**src/rtl/pw_tdc_pkg.sv**
```systemverilog
package pw_tdc_pkg;
    // Edge seen on the synchronized oscillator wave in one reference cycle
    typedef enum logic [1:0] {
        EDGE_NONE = 2'd0,
        EDGE_RISE = 2'd1,
        EDGE_FALL = 2'd2
    } edge_e;
endpackage

```
**src/rtl/pw_osc_route.sv**
```systemverilog
module pw_osc_route #(
    parameter int N_OSC = 4,
    parameter int SEL_W = 2
) (
    input  logic             en_i,
    input  logic [SEL_W-1:0] sel_i,
    input  logic [N_OSC-1:0] bank_i,
    output logic [N_OSC-1:0] en_o,
    output logic             wave_o
);
    logic [N_OSC-1:0] sel_oh;

    // One-hot decode of the select: drives both the enable and the mux
    for (genvar k = 0; k < N_OSC; k++) begin : g_dec
        assign sel_oh[k] = (sel_i == SEL_W'(k));
        assign en_o[k]   = en_i & sel_oh[k];
    end

    assign wave_o = |(bank_i & sel_oh);
endmodule

```
**src/rtl/pw_sync_edge.sv**
```systemverilog
module pw_sync_edge
    import pw_tdc_pkg::*;
(
    input  logic  clk,
    input  logic  rst_n,
    input  logic  preset_i,
    input  logic  din_i,
    output logic  lvl_o,
    output edge_e edge_o
);
    typedef struct packed {
        logic s1;
        logic s2;
        logic s3;
    } sync_t;

    sync_t st_d, st_q;

    always_comb begin
        st_d = st_q;
        if (preset_i) begin
            // Pretend the wave was high so a high phase in progress is not seen as a rise
            st_d = '{s1: 1'b1, s2: 1'b1, s3: 1'b1};
        end else begin
            st_d.s1 = din_i;
            st_d.s2 = st_q.s1;
            st_d.s3 = st_q.s2;
        end
    end

    always_ff @(posedge clk or negedge rst_n) begin
        if (!rst_n) st_q <= '0;
        else        st_q <= st_d;
    end

    assign lvl_o  = st_q.s2;
    assign edge_o = (st_q.s2 && !st_q.s3) ? EDGE_RISE :
                    (!st_q.s2 && st_q.s3) ? EDGE_FALL : EDGE_NONE;
endmodule

```
**src/rtl/pw_tdc_core.sv**
```systemverilog
module pw_tdc_core
    import pw_tdc_pkg::*;
#(
    parameter int SEL_W  = 2,
    parameter int CYC_W  = 4,
    parameter int CODE_W = 8
) (
    input  logic              clk,
    input  logic              rst_n,
    input  logic              start_i,
    input  logic [SEL_W-1:0]  sel_i,
    input  logic [CYC_W-1:0]  stop_i,
    input  logic              lvl_i,
    input  edge_e             edge_i,
    output logic              run_o,
    output logic [SEL_W-1:0]  sel_o,
    output logic              done_o,
    output logic              ovf_o,
    output logic [CYC_W-1:0]  cyc_o,
    output logic [CODE_W-1:0] code_o
);
    localparam logic [CODE_W-1:0] CODE_MAX = {CODE_W{1'b1}};

    typedef struct packed {
        logic              run;
        logic              done;
        logic              ovf;
        logic              armed;
        logic [SEL_W-1:0]  sel;
        logic [CYC_W-1:0]  stop;
        logic [CYC_W-1:0]  cyc;
        logic [CODE_W-1:0] code;
    } core_t;

    core_t st_d, st_q;
    logic [CYC_W-1:0] cyc_inc;

    always_comb begin
        st_d    = st_q;
        cyc_inc = st_q.cyc + 1'b1;
        if (start_i) begin
            st_d.run   = (stop_i != '0);
            st_d.done  = (stop_i == '0);
            st_d.ovf   = 1'b0;
            st_d.armed = 1'b0;
            st_d.sel   = sel_i;
            st_d.stop  = stop_i;
            st_d.cyc   = '0;
            st_d.code  = '0;
        end else if (st_q.run) begin
            if (edge_i == EDGE_RISE) st_d.armed = 1'b1;
            // Width accumulation, only inside a high phase that began after start
            if (lvl_i && (st_q.armed || edge_i == EDGE_RISE)) begin
                if (st_q.code == CODE_MAX) st_d.ovf  = 1'b1;
                else                       st_d.code = st_q.code + 1'b1;
            end
            // Cycle counter and decider: a counted high phase has closed
            if (edge_i == EDGE_FALL && st_q.armed) begin
                st_d.cyc = cyc_inc;
                if (cyc_inc == st_q.stop) begin
                    st_d.run  = 1'b0;
                    st_d.done = 1'b1;
                end
            end
        end
    end

    always_ff @(posedge clk or negedge rst_n) begin
        if (!rst_n) st_q <= '0;
        else        st_q <= st_d;
    end

    assign run_o  = st_q.run;
    assign sel_o  = st_q.sel;
    assign done_o = st_q.done;
    assign ovf_o  = st_q.ovf;
    assign cyc_o  = st_q.cyc;
    assign code_o = st_q.code;
endmodule

```
**src/rtl/pw_tdc.sv**
```systemverilog
module pw_tdc
    import pw_tdc_pkg::*;
#(
    parameter int  N_OSC  = 4,
    parameter int  CYC_W  = 4,
    parameter int  CODE_W = 16,
    localparam int SEL_W  = (N_OSC > 1) ? $clog2(N_OSC) : 1
) (
    input  logic              clk,
    input  logic              rst_n,
    input  logic              start_i,
    input  logic [SEL_W-1:0]  sel_i,
    input  logic [CYC_W-1:0]  stop_i,
    input  logic [N_OSC-1:0]  osc_bank_i,
    output logic [N_OSC-1:0]  osc_en_o,
    output logic              run_o,
    output logic              done_o,
    output logic              ovf_o,
    output logic [CODE_W-1:0] code_o,
    output logic [CYC_W-1:0]  cycles_o
);
    logic             wave;
    logic             lvl;
    edge_e            edge_k;
    logic [SEL_W-1:0] sel_q;

    pw_osc_route #(.N_OSC(N_OSC), .SEL_W(SEL_W)) u_route (
        .en_i   (run_o),
        .sel_i  (sel_q),
        .bank_i (osc_bank_i),
        .en_o   (osc_en_o),
        .wave_o (wave)
    );

    pw_sync_edge u_sync (
        .clk      (clk),
        .rst_n    (rst_n),
        .preset_i (start_i),
        .din_i    (wave),
        .lvl_o    (lvl),
        .edge_o   (edge_k)
    );

    pw_tdc_core #(.SEL_W(SEL_W), .CYC_W(CYC_W), .CODE_W(CODE_W)) u_core (
        .clk     (clk),
        .rst_n   (rst_n),
        .start_i (start_i),
        .sel_i   (sel_i),
        .stop_i  (stop_i),
        .lvl_i   (lvl),
        .edge_i  (edge_k),
        .run_o   (run_o),
        .sel_o   (sel_q),
        .done_o  (done_o),
        .ovf_o   (ovf_o),
        .cyc_o   (cycles_o),
        .code_o  (code_o)
    );
endmodule

```
**config.mk**
```make
export PLATFORM = sky130hd
export DESIGN_NAME = pw_tdc
export DESIGN_NICKNAME = d
export VERILOG_FILES = /design/src/rtl/pw_tdc_pkg.sv /design/src/rtl/pw_osc_route.sv /design/src/rtl/pw_sync_edge.sv /design/src/rtl/pw_tdc_core.sv /design/src/rtl/pw_tdc.sv
export SDC_FILE = /design/constraint.sdc
export NUM_CORES = 1
export LEC_CHECK = 0
export BUFFER_PORTS_ARGS = -buffer_cell sky130_fd_sc_hd__buf_2
export CAP_MARGIN = 20
export CORE_MARGIN = 3
export CORE_UTILIZATION = 59
export DETAILED_ROUTE_END_ITERATION = 16
export PLACE_DENSITY = 0.83
export SYNTH_ARGS = -nofsm -noshare
export SYNTH_HDL_FRONTEND = slang
export SYNTH_SLANG_ARGS = --single-unit
export TNS_END_PERCENT = 20
```
**constraint.sdc**
```tcl
create_clock -name clk -period 3.2 [get_ports clk]
set_input_delay 0 -clock clk [delete_from_list [all_inputs] [get_ports clk]]
set_output_delay 0 -clock clk [all_outputs]
set_load 0.01 [all_outputs]
```
==> flow_summary_export.csv, run 1 <==
group,metric,value,unit
detailed_routing,viasPerCell,5.99,
critical_path,crit_family,"simple AND/OR/NAND/NOR gates",
power,power_frac_clock,39.1,%
hold_path,holdCritStartpoint,"osc_bank_i[0]",
logic_synthesis,netlist_area,2020,um^2
finish,layout.nets,240,
logic_synthesis,avgSynthCellArea,9.99,um^2
logic_synthesis,yosysWarnings,0,
clock_tree,cts_hold_buffers,7,
logic_synthesis,syn-num-nets,217,
timing,finalCritPeriodShare,66.6,%
logic_synthesis,synth_top_family_by_area,"simple AND/OR/NAND/NOR gates",
placed_design,dp_hpwl,2740,um
grt,grt_use_total,21.7,%
critical_path,reg2reg_to,"u_core.code_o[4]",
power,power_density,396,nW/um^2
detailed_routing,routed_wl,4080,um
clock_tree,cts_resized,0,
critical_path,crit_path_top_delay_cell,"nor4_4",
floorplan,die_x,64.5,um
critical_path,crit_path_end_kind,"register",
finish,num_antenna_cells,0,
grt,grt_pass1_wl,6930,um
critical_path,crit_chain,"ha_1 -> nand4_2 -> nor4_4 -> or4_1 -> a21oi_1",
timing,skew,9.09,ps
placed_design,place_inst,255,
floorplan,rows,20,
logic_synthesis,postSynthCellCount,202,
clock_tree,ctsHtreeMaxLevel,2,
logic_synthesis,synth_compound_area_share,12.5,%
hold_path,hold_end,"u_sync.st_q[2]",
power,swShare,24.3,%
hold_path,hold_class,"input port to register",
finish,area_growth,8.68,%
grt,overflow,0,
clock_tree,cts_buffers,5,
clock_tree,insertion_delay,360,ps
clock_tree,clk_path_buf_depth,2,
logic_synthesis,yosys-mux-area-fraction,4.96,%
logic_synthesis,ys_seq_area_share,40.9,%
critical_path,worstSetupPathType,"register to register",
outcome,outcome,"complete, no violations",
power,p_sw,0.211,mW
clock_tree,postCtsSetupBuffers,0,
detailed_routing,first_pass_iters,4,
logic_synthesis,synthAdderAreaFrac,1.24,%
timing,finalCriticalPeriod,2130,ps
floorplan,initial_core_util,64.0,%
finish,multiInputGateArea,943,um^2
detailed_routing,vias,1616,
power,irDropWorstVdd,0.249,mV
logic_synthesis,synth_flop_cell,"dfrtp_1",
finish,final_cells,270,
detailed_routing,drcViolationCount,0,
floorplan,die_y,64.5,um
timing,hold_violations,0,
placed_design,portBuffers,39,
power,combPwrFrac,9.8,%
clock_tree,root_buffer,"clkbuf_4",
logic_synthesis,ys_ff_latch,33,
floorplan,core-area,3150,um^2
logic_synthesis,ys_types,46,
timing,max_freq,469,MHz
detailed_routing,drt_iter0_drc,120,
logic_synthesis,synth_xor_area_share,3.47,%
floorplan,die_area,4160,um^2
clock_tree,cts.sinks,33,
logic_synthesis,ys_async_sr_fraction,100,%
power,p_int,0.658,mW
power,power.leakage,0.993,nW
timing,rsz0062_at_grt,"no",
finish,regArea,826,um^2
logic_synthesis,yosys.area_share.simple,24.6,%
finish,drive_gt1_share,29.2,%
timing,setup_viol,0,
critical_path,cp.arrival,2350,ps
critical_path,cp_num_buf_inv,0,
critical_path,crit_fanout,15,
clock_tree,cts.clk_slew.worst_paths,100,ps
logic_synthesis,synth_edf_count,0,
power,power_frac_seq,51.1,%
placed_design,gp_congestion,0.869,
critical_path,max_stage_delay,650,ps
finish,fillers,259,
critical_path,regToRegStartpoint,"u_core.code_o[0]",
clock_tree,cts_tree,"built",
timing,slew_viol_final,0,
critical_path,r2r_slack,1070,ps
timing,setup_tns,0,ps
timing,tightest_slew,724,ps
finish,final_cell_mix,"39 x buf_2, 33 x dfrtp_1, 15 x a21oi_1",
timing,slew_headroom,51.7,%
grt,grt_pass1_vias,1518,
critical_path,start_kind,"register",
grt,antenna_found_initial,0,
floorplan,num_io_pins,40,
critical_path,required,3420,ps
run,cap_violations,0,
hold_path,hold_path_depth,3,
detailed_routing,ant_nets,0,
critical_path,reg2reg_depth,5,
grt,grt_max_degree,35,
finish,layout_commonest_cell,"buf_2",
detailed_routing,wl_per_cell,15.1,um
[power groups by stage]
stage / sequential [mW] / combinational, mW / clock [mW]
floorplan: 0.450 / 0.0580 / 0
global placement: 0.451 / 0.0786 / 0
detailed placement: 0.452 / 0.0797 / 0
CTS: 0.444 / 0.0867 / 0.340
global route: 0.447 / 0.0954 / 0.360
finish: 0.444 / 0.0856 / 0.340
[through the flow]
step                setup slack, ps  util (%)  hold slack, ps  total power, mW  instance area [um^2]
floorplan                      1510         -            -296            0.508                  2020
global placement               1240      64.6            97.8            0.530                  2040
detailed placement             1110      64.6            96.0            0.532                  2040
CTS                            1090      69.6            37.4            0.871                  2190
global route                    875      69.6            51.4            0.902                  2190
finish                         1070      69.6            40.4            0.869                  2190
[flip-flops by register name (all words and copies together), names as in the netlist]
name	flops
u_core.code_o	16
u_core.st_q	5
u_core.cyc_o	4
u_core.sel_o	2
u_sync.st_q	2
u_core.done_o	1
u_core.ovf_o	1
u_core.run_o	1
u_sync.lvl_o	1
[layer usage]
metal  vias to the layer above  track usage (%)  routed length [um]
met3                        14             5.03                 257
met4                         0             11.6                 114
li1                        784                -                   -
met1                       761             28.4                1850
met5                         -                0                   0
met2                        57             33.2                1850
[worst reg2reg max path: stages, from the launching register on]
cell	delay [ps]
dfrtp_1	480
ha_1	360
nand4_2	230
nor4_4	650
or4_1	220
a21oi_1	70
[worst max path at each step]
| stage | start | to | cells past startpoint |
|---|---|---|---|
| finish | u_core.code_o[0] | u_core.code_o[4] | 5 |
| global route | u_core.code_o[0] | u_core.code_o[5] | 5 |
| detailed placement | u_core.code_o[0] | u_core.code_o[4] | 5 |
| global placement | u_core.code_o[0] | u_core.code_o[1] | 5 |
| floorplan | u_core.code_o[0] | u_core.code_o[1] | 6 |
| CTS | u_core.code_o[0] | u_core.code_o[4] | 5 |
[synth_stat cells (all sizes together), types with 2 or more instances]
master   n  area (um^2)
ha       2         25.0
and3     5         31.3
nand4b   3         26.3
inv      5         18.8
and4     5         45.0
or4      7         52.6
nor2    10         37.5
and2     2         15.0
nor4     3         33.8
o41ai    3         26.3
nor3     5         25.0
buf     29          226
xnor2    6         52.6
or3      4         25.0
nand4    8         68.8
dfrtp   33          826
o21ai    7         35.0
a31oi    4         25.0
mux2     6         67.6
nand2   11         48.8
nand3    7         35.0
xor2     2         17.5
a21oi   16         91.3
or2      3         18.8
o31ai    5         37.5
[cells by family (layout without fill, tap and decap cells)]
| kind of cell | after synthesis | after routing |
|---|---|---|
| simple gates | 77 | 77 |
| compound gates | 39 | 39 |
| buf+inv | 35 | 59 |
| flops | 33 | 33 |
| xor+xnor | 8 | 8 |
| mux | 8 | 8 |
| fa+ha+maj | 2 | 2 |
[final cells by class]
cell class                      instances  area share [%]
Multi-Input combinational cell        134            43.0
Tap cell                               44            2.51
Sequential cell                        33            37.6
Clock inverter                          1            1.37
Clock buffer                            7            2.51
Timing Repair Buffer                   46            12.1
Inverter                                5           0.856
No activity file was read; power rests on OpenSTA's default activity.
==> run 2, diff against run 1 <==
--- a/config.mk
+++ b/config.mk
@@ -8,9 +8,9 @@
 export BUFFER_PORTS_ARGS = -buffer_cell sky130_fd_sc_hd__buf_2
 export CAP_MARGIN = 20
 export CORE_MARGIN = 3
-export CORE_UTILIZATION = 59
+export CORE_UTILIZATION = 55
 export DETAILED_ROUTE_END_ITERATION = 16
-export PLACE_DENSITY = 0.83
+export PLACE_DENSITY = 0.78
 export SYNTH_ARGS = -nofsm -noshare
 export SYNTH_HDL_FRONTEND = slang
 export SYNTH_SLANG_ARGS = --single-unit
==> constraint.sdc (replaced) <==
create_clock -name clk -period 2.19 [get_ports clk]
set_input_delay 0 -clock clk [delete_from_list [all_inputs] [get_ports clk]]
set_output_delay 0 -clock clk [all_outputs]
set_load 0.01 [all_outputs]
==> run 2 against run 1 <==
Net effect:
- clock-buffer cell count fell by 1
- highest routed layer unchanged
- global-route usage fell by 0.61 points
- sequential power rose by 46%
- first-iteration DRC count fell by 21%
- design area rose by 2.1%
- critical path depth rose by 1
- routed wire length rose by 0.71%
- clock power rose by 75%
- worst hold slack improved by 72 ps
==> flow_summary_export.csv, run 2 (synthesized netlist as in run 1, its figures left out) <==
group,metric,value,unit
floorplan,rows,21,
floorplan,die_x,66.6,um
timing,hold_violations,0,
timing,finalCritPeriodShare,87.3,%
hold_path,hold_class,"input port to register",
critical_path,r2r_slack,280,ps
power,power_density,612,nW/um^2
timing,setup_viol,0,
clock_tree,root_buffer,"clkbuf_8",
clock_tree,cts_buffers,5,
timing,setup_tns,0,ps
clock_tree,cts_tree,"built",
power,power.leakage,1.01,nW
clock_tree,clk_path_buf_depth,2,
detailed_routing,drt_iter0_drc,95,
grt,antenna_found_initial,0,
finish,largest_reg_flops,16,
timing,tightest_slew,711,ps
grt,grt_pass1_vias,1572,
grt,grt_use_total,21.1,%
finish,layout_commonest_cell,"buf_2",
floorplan,die_area,4430,um^2
finish,area_growth,10.9,%
critical_path,start_kind,"register",
floorplan,die_y,66.6,um
finish,layout.nets,241,
floorplan,num_io_pins,40,
timing,max_freq,523,MHz
critical_path,crit_path_end_kind,"register",
timing,skew,6.82,ps
timing,rsz0062_at_grt,"no",
placed_design,gp_congestion,0.899,
finish,drive_gt1_share,30.0,%
grt,overflow,0,
clock_tree,cts_resized,0,
timing,finalCriticalPeriod,1910,ps
finish,final_cell_mix,"39 x buf_2, 33 x dfrtp_1, 15 x a21oi_1",
finish,final_cell_area,2240,um^2
placed_design,dp_hpwl,2730,um
placed_design,dpl_cell_area,2050,um^2
finish,fillers,303,
clock_tree,ctsHtreeMaxLevel,2,
clock_tree,insertion_delay,290,ps
detailed_routing,vias,1618,
grt,grt_max_degree,35,
placed_design,place_inst,258,
detailed_routing,viasPerCell,5.93,
clock_tree,cts.clk_slew.worst_paths,70,ps
placed_design,portBuffers,39,
timing,slew_viol_final,0,
detailed_routing,first_pass_iters,4,
grt,grt_pass1_wl,7040,um
detailed_routing,drcViolationCount,0,
clock_tree,cts.sinks,33,
detailed_routing,ant_nets,0,
finish,num_antenna_cells,0,
detailed_routing,routed_wl,4100,um
run,cap_violations,0,
timing,slew_headroom,52.6,%
floorplan,core-area,3440,um^2
critical_path,worstSetupPathType,"register to register",
power,irDropWorstVdd,0.437,mV
critical_path,crit_fanout,15,
floorplan,initial_core_util,58.6,%
outcome,outcome,"complete, no violations",
detailed_routing,wl_per_cell,15.0,um
power,fin_total_pwr,1.37,mW
critical_path,required,2390,ps
finish,fin_util,65.0,%
finish,final_cells,273,
critical_path,cp.arrival,2120,ps
[run 2: cell types whose count changed in the layout (fill, tap and decap cells not counted), sizes merged]
cell,change
clkbuf,-1
buf,+1
clkinvlp,+1
[run 2: power by group]
part / internal (mW) / total, mW / switching, mW
Combinational: 0.0609 / 0.126 / 0.0650
Clock: 0.370 / 0.595 / 0.225
Sequential: 0.629 / 0.650 / 0.0206
[run 2: metrics by stage]
stage | hold WS [ps] | setup WS, ps
6_report | 112 | 279
5_1_grt | 123 | 162
4_1_cts | 100 | 278
3_5_place_dp | 98.0 | 285
3_3_place_gp | 99.0 | 363
2_1_floorplan | -296 | 503
[run 2: critical path, cell delays in order (launching register included)]
cell     delay, ps
dfrtp_1        450
ha_1           320
nand4_2        190
nor4_4          60
buf_4          180
or4_1          470
a21oi_1        160
[run 2: metal layers]
layer	GRT usage (%)	vias up	share of wire (%)
met5	0	-	0
met4	8.12	0	1.5
met3	5.06	10	5.2
met2	34.9	51	48
met1	26.4	776	46
li1	-	781	-
[run 2: final timing paths]
kind | endpoint | from | cells past startpoint
hold reg to reg | u_sync.lvl_o | u_sync.st_q[2] | 1
hold / removal | u_sync.st_q[2] | osc_bank_i[3] | 3
min in group asynchronous | u_core.cyc_o[3] | rst_n | 2
setup / recovery | u_core.code_o[4] | u_core.code_o[0] | 6
setup reg to reg | u_core.code_o[4] | u_core.code_o[0] | 6
max in group asynchronous | u_core.code_o[0] | rst_n | 2
[run 2: final cells by class]
class / count / area [um^2] / share of cell area (%)
clock buffers: 6 / 82.6 / 3.69
clock inverters: 2 / 37.5 / 1.68
inverters: 5 / 18.8 / 0.838
multi-input cells: 134 / 943 / 42.1
flip-flops and latches: 33 / 826 / 36.9
well taps: 46 / 57.6 / 2.57
repair buffers: 47 / 273 / 12.2
[run 2: what timing repair did]
| action | 4_1_cts | 5_1_grt |
|---|---|---|
| hold endpoints to repair | 39 | 0 |
| endpoints found under the setup margin | 0 | 0 |
| buffers inserted | 0 | 0 |
| hold buffers | 7 | 0 |
==> run 3, diff against run 2 <==
--- a/config.mk
+++ b/config.mk
@@ -7,10 +7,13 @@
 export LEC_CHECK = 0
 export BUFFER_PORTS_ARGS = -buffer_cell sky130_fd_sc_hd__buf_2
 export CAP_MARGIN = 20
+export CELL_PAD_IN_SITES_DETAIL_PLACEMENT = 0
+export CELL_PAD_IN_SITES_GLOBAL_PLACEMENT = 1
 export CORE_MARGIN = 3
-export CORE_UTILIZATION = 55
+export CORE_UTILIZATION = 42
 export DETAILED_ROUTE_END_ITERATION = 16
-export PLACE_DENSITY = 0.78
+export GPL_ROUTABILITY_DRIVEN = 1
+export PLACE_DENSITY = 0.77
 export SYNTH_ARGS = -nofsm -noshare
 export SYNTH_HDL_FRONTEND = slang
 export SYNTH_SLANG_ARGS = --single-unit
==> run 3 against run 2 <==
Net effect:
- die area rose by 28%
- maximum frequency is 3.5% higher
- first-iteration DRC count decreased by 6.3%
- setup slack improved by 65 ps
- critical endpoint is now u_core.code_o[13]
- largest cell class unchanged
==> flow_summary_export.csv, run 3 (synthesized netlist as in run 1, its figures left out) <==
group,metric,value,unit
clock_tree,cts_tree,"built",
critical_path,regToRegStartpoint,"u_core.code_o[0]",
detailed_routing,first_pass_iters,4,
floorplan,num_io_pins,40,
clock_tree,cts_resized,0,
floorplan,core-area,4500,um^2
hold_path,hold_end,"u_sync.st_q[2]",
finish,multiInputGateArea,943,um^2
timing,skew,6.63,ps
finish,drive_gt1_share,30.9,%
power,power.leakage,1.02,nW
placed_design,portBuffers,39,
outcome,outcome,"complete, no violations",
placed_design,dpl_cell_area,2080,um^2
clock_tree,cts.sinks,33,
timing,slew_viol_final,0,
power,swShare,24.1,%
timing,setup_viol,0,
timing,worst_slack,344,ps
finish,fin_util,49.9,%
detailed_routing,drcViolationCount,0,
grt,grt_use_total,15.9,%
critical_path,cp.arrival,2050,ps
finish,num_antenna_cells,0,
power,power_density,570,nW/um^2
detailed_routing,wl_per_cell,15.1,um
finish,final_cell_mix,"39 x buf_2, 33 x dfrtp_1, 15 x a21oi_1",
clock_tree,cts.clk_slew.worst_paths,70,ps
finish,layout.nets,244,
finish,largest_reg_flops,16,
grt,grt_max_degree,35,
grt,grt_pass1_vias,1454,
critical_path,reg2reg_to,"u_core.code_o[13]",
grt,antenna_found_initial,0,
hold_path,hold_path_depth,3,
finish,fillers,427,
timing,slew_headroom,50.3,%
critical_path,worstSetupPathType,"register to register",
detailed_routing,vias,1621,
clock_tree,cts_buffers,5,
finish,area_growth,11.5,%
grt,overflow,0,
finish,layout_commonest_cell,"buf_2",
placed_design,dp_slack,354,ps
power,power_frac_seq,50.6,%
timing,max_freq,542,MHz
finish,regArea,826,um^2
floorplan,die_y,75.3,um
power,combPwrFrac,9.8,%
hold_path,holdCritStartpoint,"osc_bank_i[2]",
timing,rsz0062_at_grt,"no",
timing,hold_violations,0,
finish,final_cell_area,2250,um^2
clock_tree,clk_path_buf_depth,2,
placed_design,dp_hpwl,2850,um
critical_path,crit_fanout,9,
critical_path,r2r_slack,340,ps
timing,tightest_slew,746,ps
floorplan,rows,24,
clock_tree,ctsHtreeMaxLevel,2,
detailed_routing,routed_wl,4260,um
timing,finalCriticalPeriod,1850,ps
detailed_routing,viasPerCell,5.75,
power,p_sw,0.310,mW
floorplan,die_x,75.3,um
timing,setup_tns,0,ps
clock_tree,root_buffer,"clkbuf_8",
floorplan,initial_core_util,44.8,%
critical_path,crit_path_end_kind,"register",
hold_path,hold_class,"input port to register",
floorplan,die_area,5670,um^2
critical_path,start_kind,"register",
clock_tree,insertion_delay,290,ps
critical_path,reg2reg_depth,6,
power,irDropWorstVdd,0.278,mV
grt,grt_pass1_wl,6890,um
detailed_routing,ant_nets,0,
detailed_routing,drt_iter0_drc,89,
power,p_int,0.974,mW
placed_design,gp_congestion,0.835,
critical_path,required,2400,ps
run,cap_violations,0,
power,power_frac_clock,39.7,%
timing,finalCritPeriodShare,84.3,%
run 3: cell type report:
| type | count | share of cell area (%) |
|---|---|---|
| inverter | 5 | 0.834 |
| sequential | 33 | 36.7 |
| clock buffer | 7 | 4.28 |
| clock inverter | 1 | 0.222 |
| tap | 52 | 2.89 |
| timing repair buffer | 50 | 13.1 |
| multi-input combinational | 134 | 41.9 |
run 3: worst max-delay path, cell delays in order, from the launching register on:
cell and delay (ps):
dfrtp_1 450, ha_1 260, buf_4 170, nand4_1 140, nand4_2 120, or4_1 480, a21oi_1 150
run 3: worst max path at each step:
stage                             end  slack, ps              from  cells after the start
CTS                 u_core.code_o[13]        330  u_core.code_o[0]                      6
floorplan            u_core.code_o[1]        500  u_core.code_o[0]                      6
global placement     u_core.code_o[1]        410  u_core.code_o[0]                      6
detailed placement  u_core.code_o[13]        350  u_core.code_o[0]                      6
finish              u_core.code_o[13]        340  u_core.code_o[0]                      6
global route         u_core.code_o[2]        160  u_core.code_o[0]                      6
run 3: repair_timing:
item                      in CTS  in global routing
buffers inserted               0                  0
hold endpoints to repair      39                  0
hold buffers                   7                  0
run 3: power groups by stage:
stage          sequential, mW  clock, mW  combinational (mW)
6_report                0.649      0.509               0.125
3_5_place_dp            0.661          0               0.117
2_1_floorplan           0.658          0              0.0848
5_1_grt                 0.653      0.545               0.139
4_1_cts                 0.649      0.527               0.127
3_3_place_gp            0.660          0               0.118
run 3: metrics by stage:
step | cells | power, mW | hold slack (ps)
detailed placement | 267 | 0.778 | 114
CTS | 282 | 1.30 | 108
floorplan | 202 | 0.742 | -296
global placement | 267 | 0.778 | 111
global route | 282 | 1.34 | 131
finish | 282 | 1.28 | 112
run 3: metal layers:
layer  GRT usage [%]  up-vias  part of all wire (%)
met5               0        -                     0
met2            24.0       46                    46
li1                -      780                     -
met1            22.1      790                    48
met4            6.60        0                   1.5
met3            3.43        5                   4.7
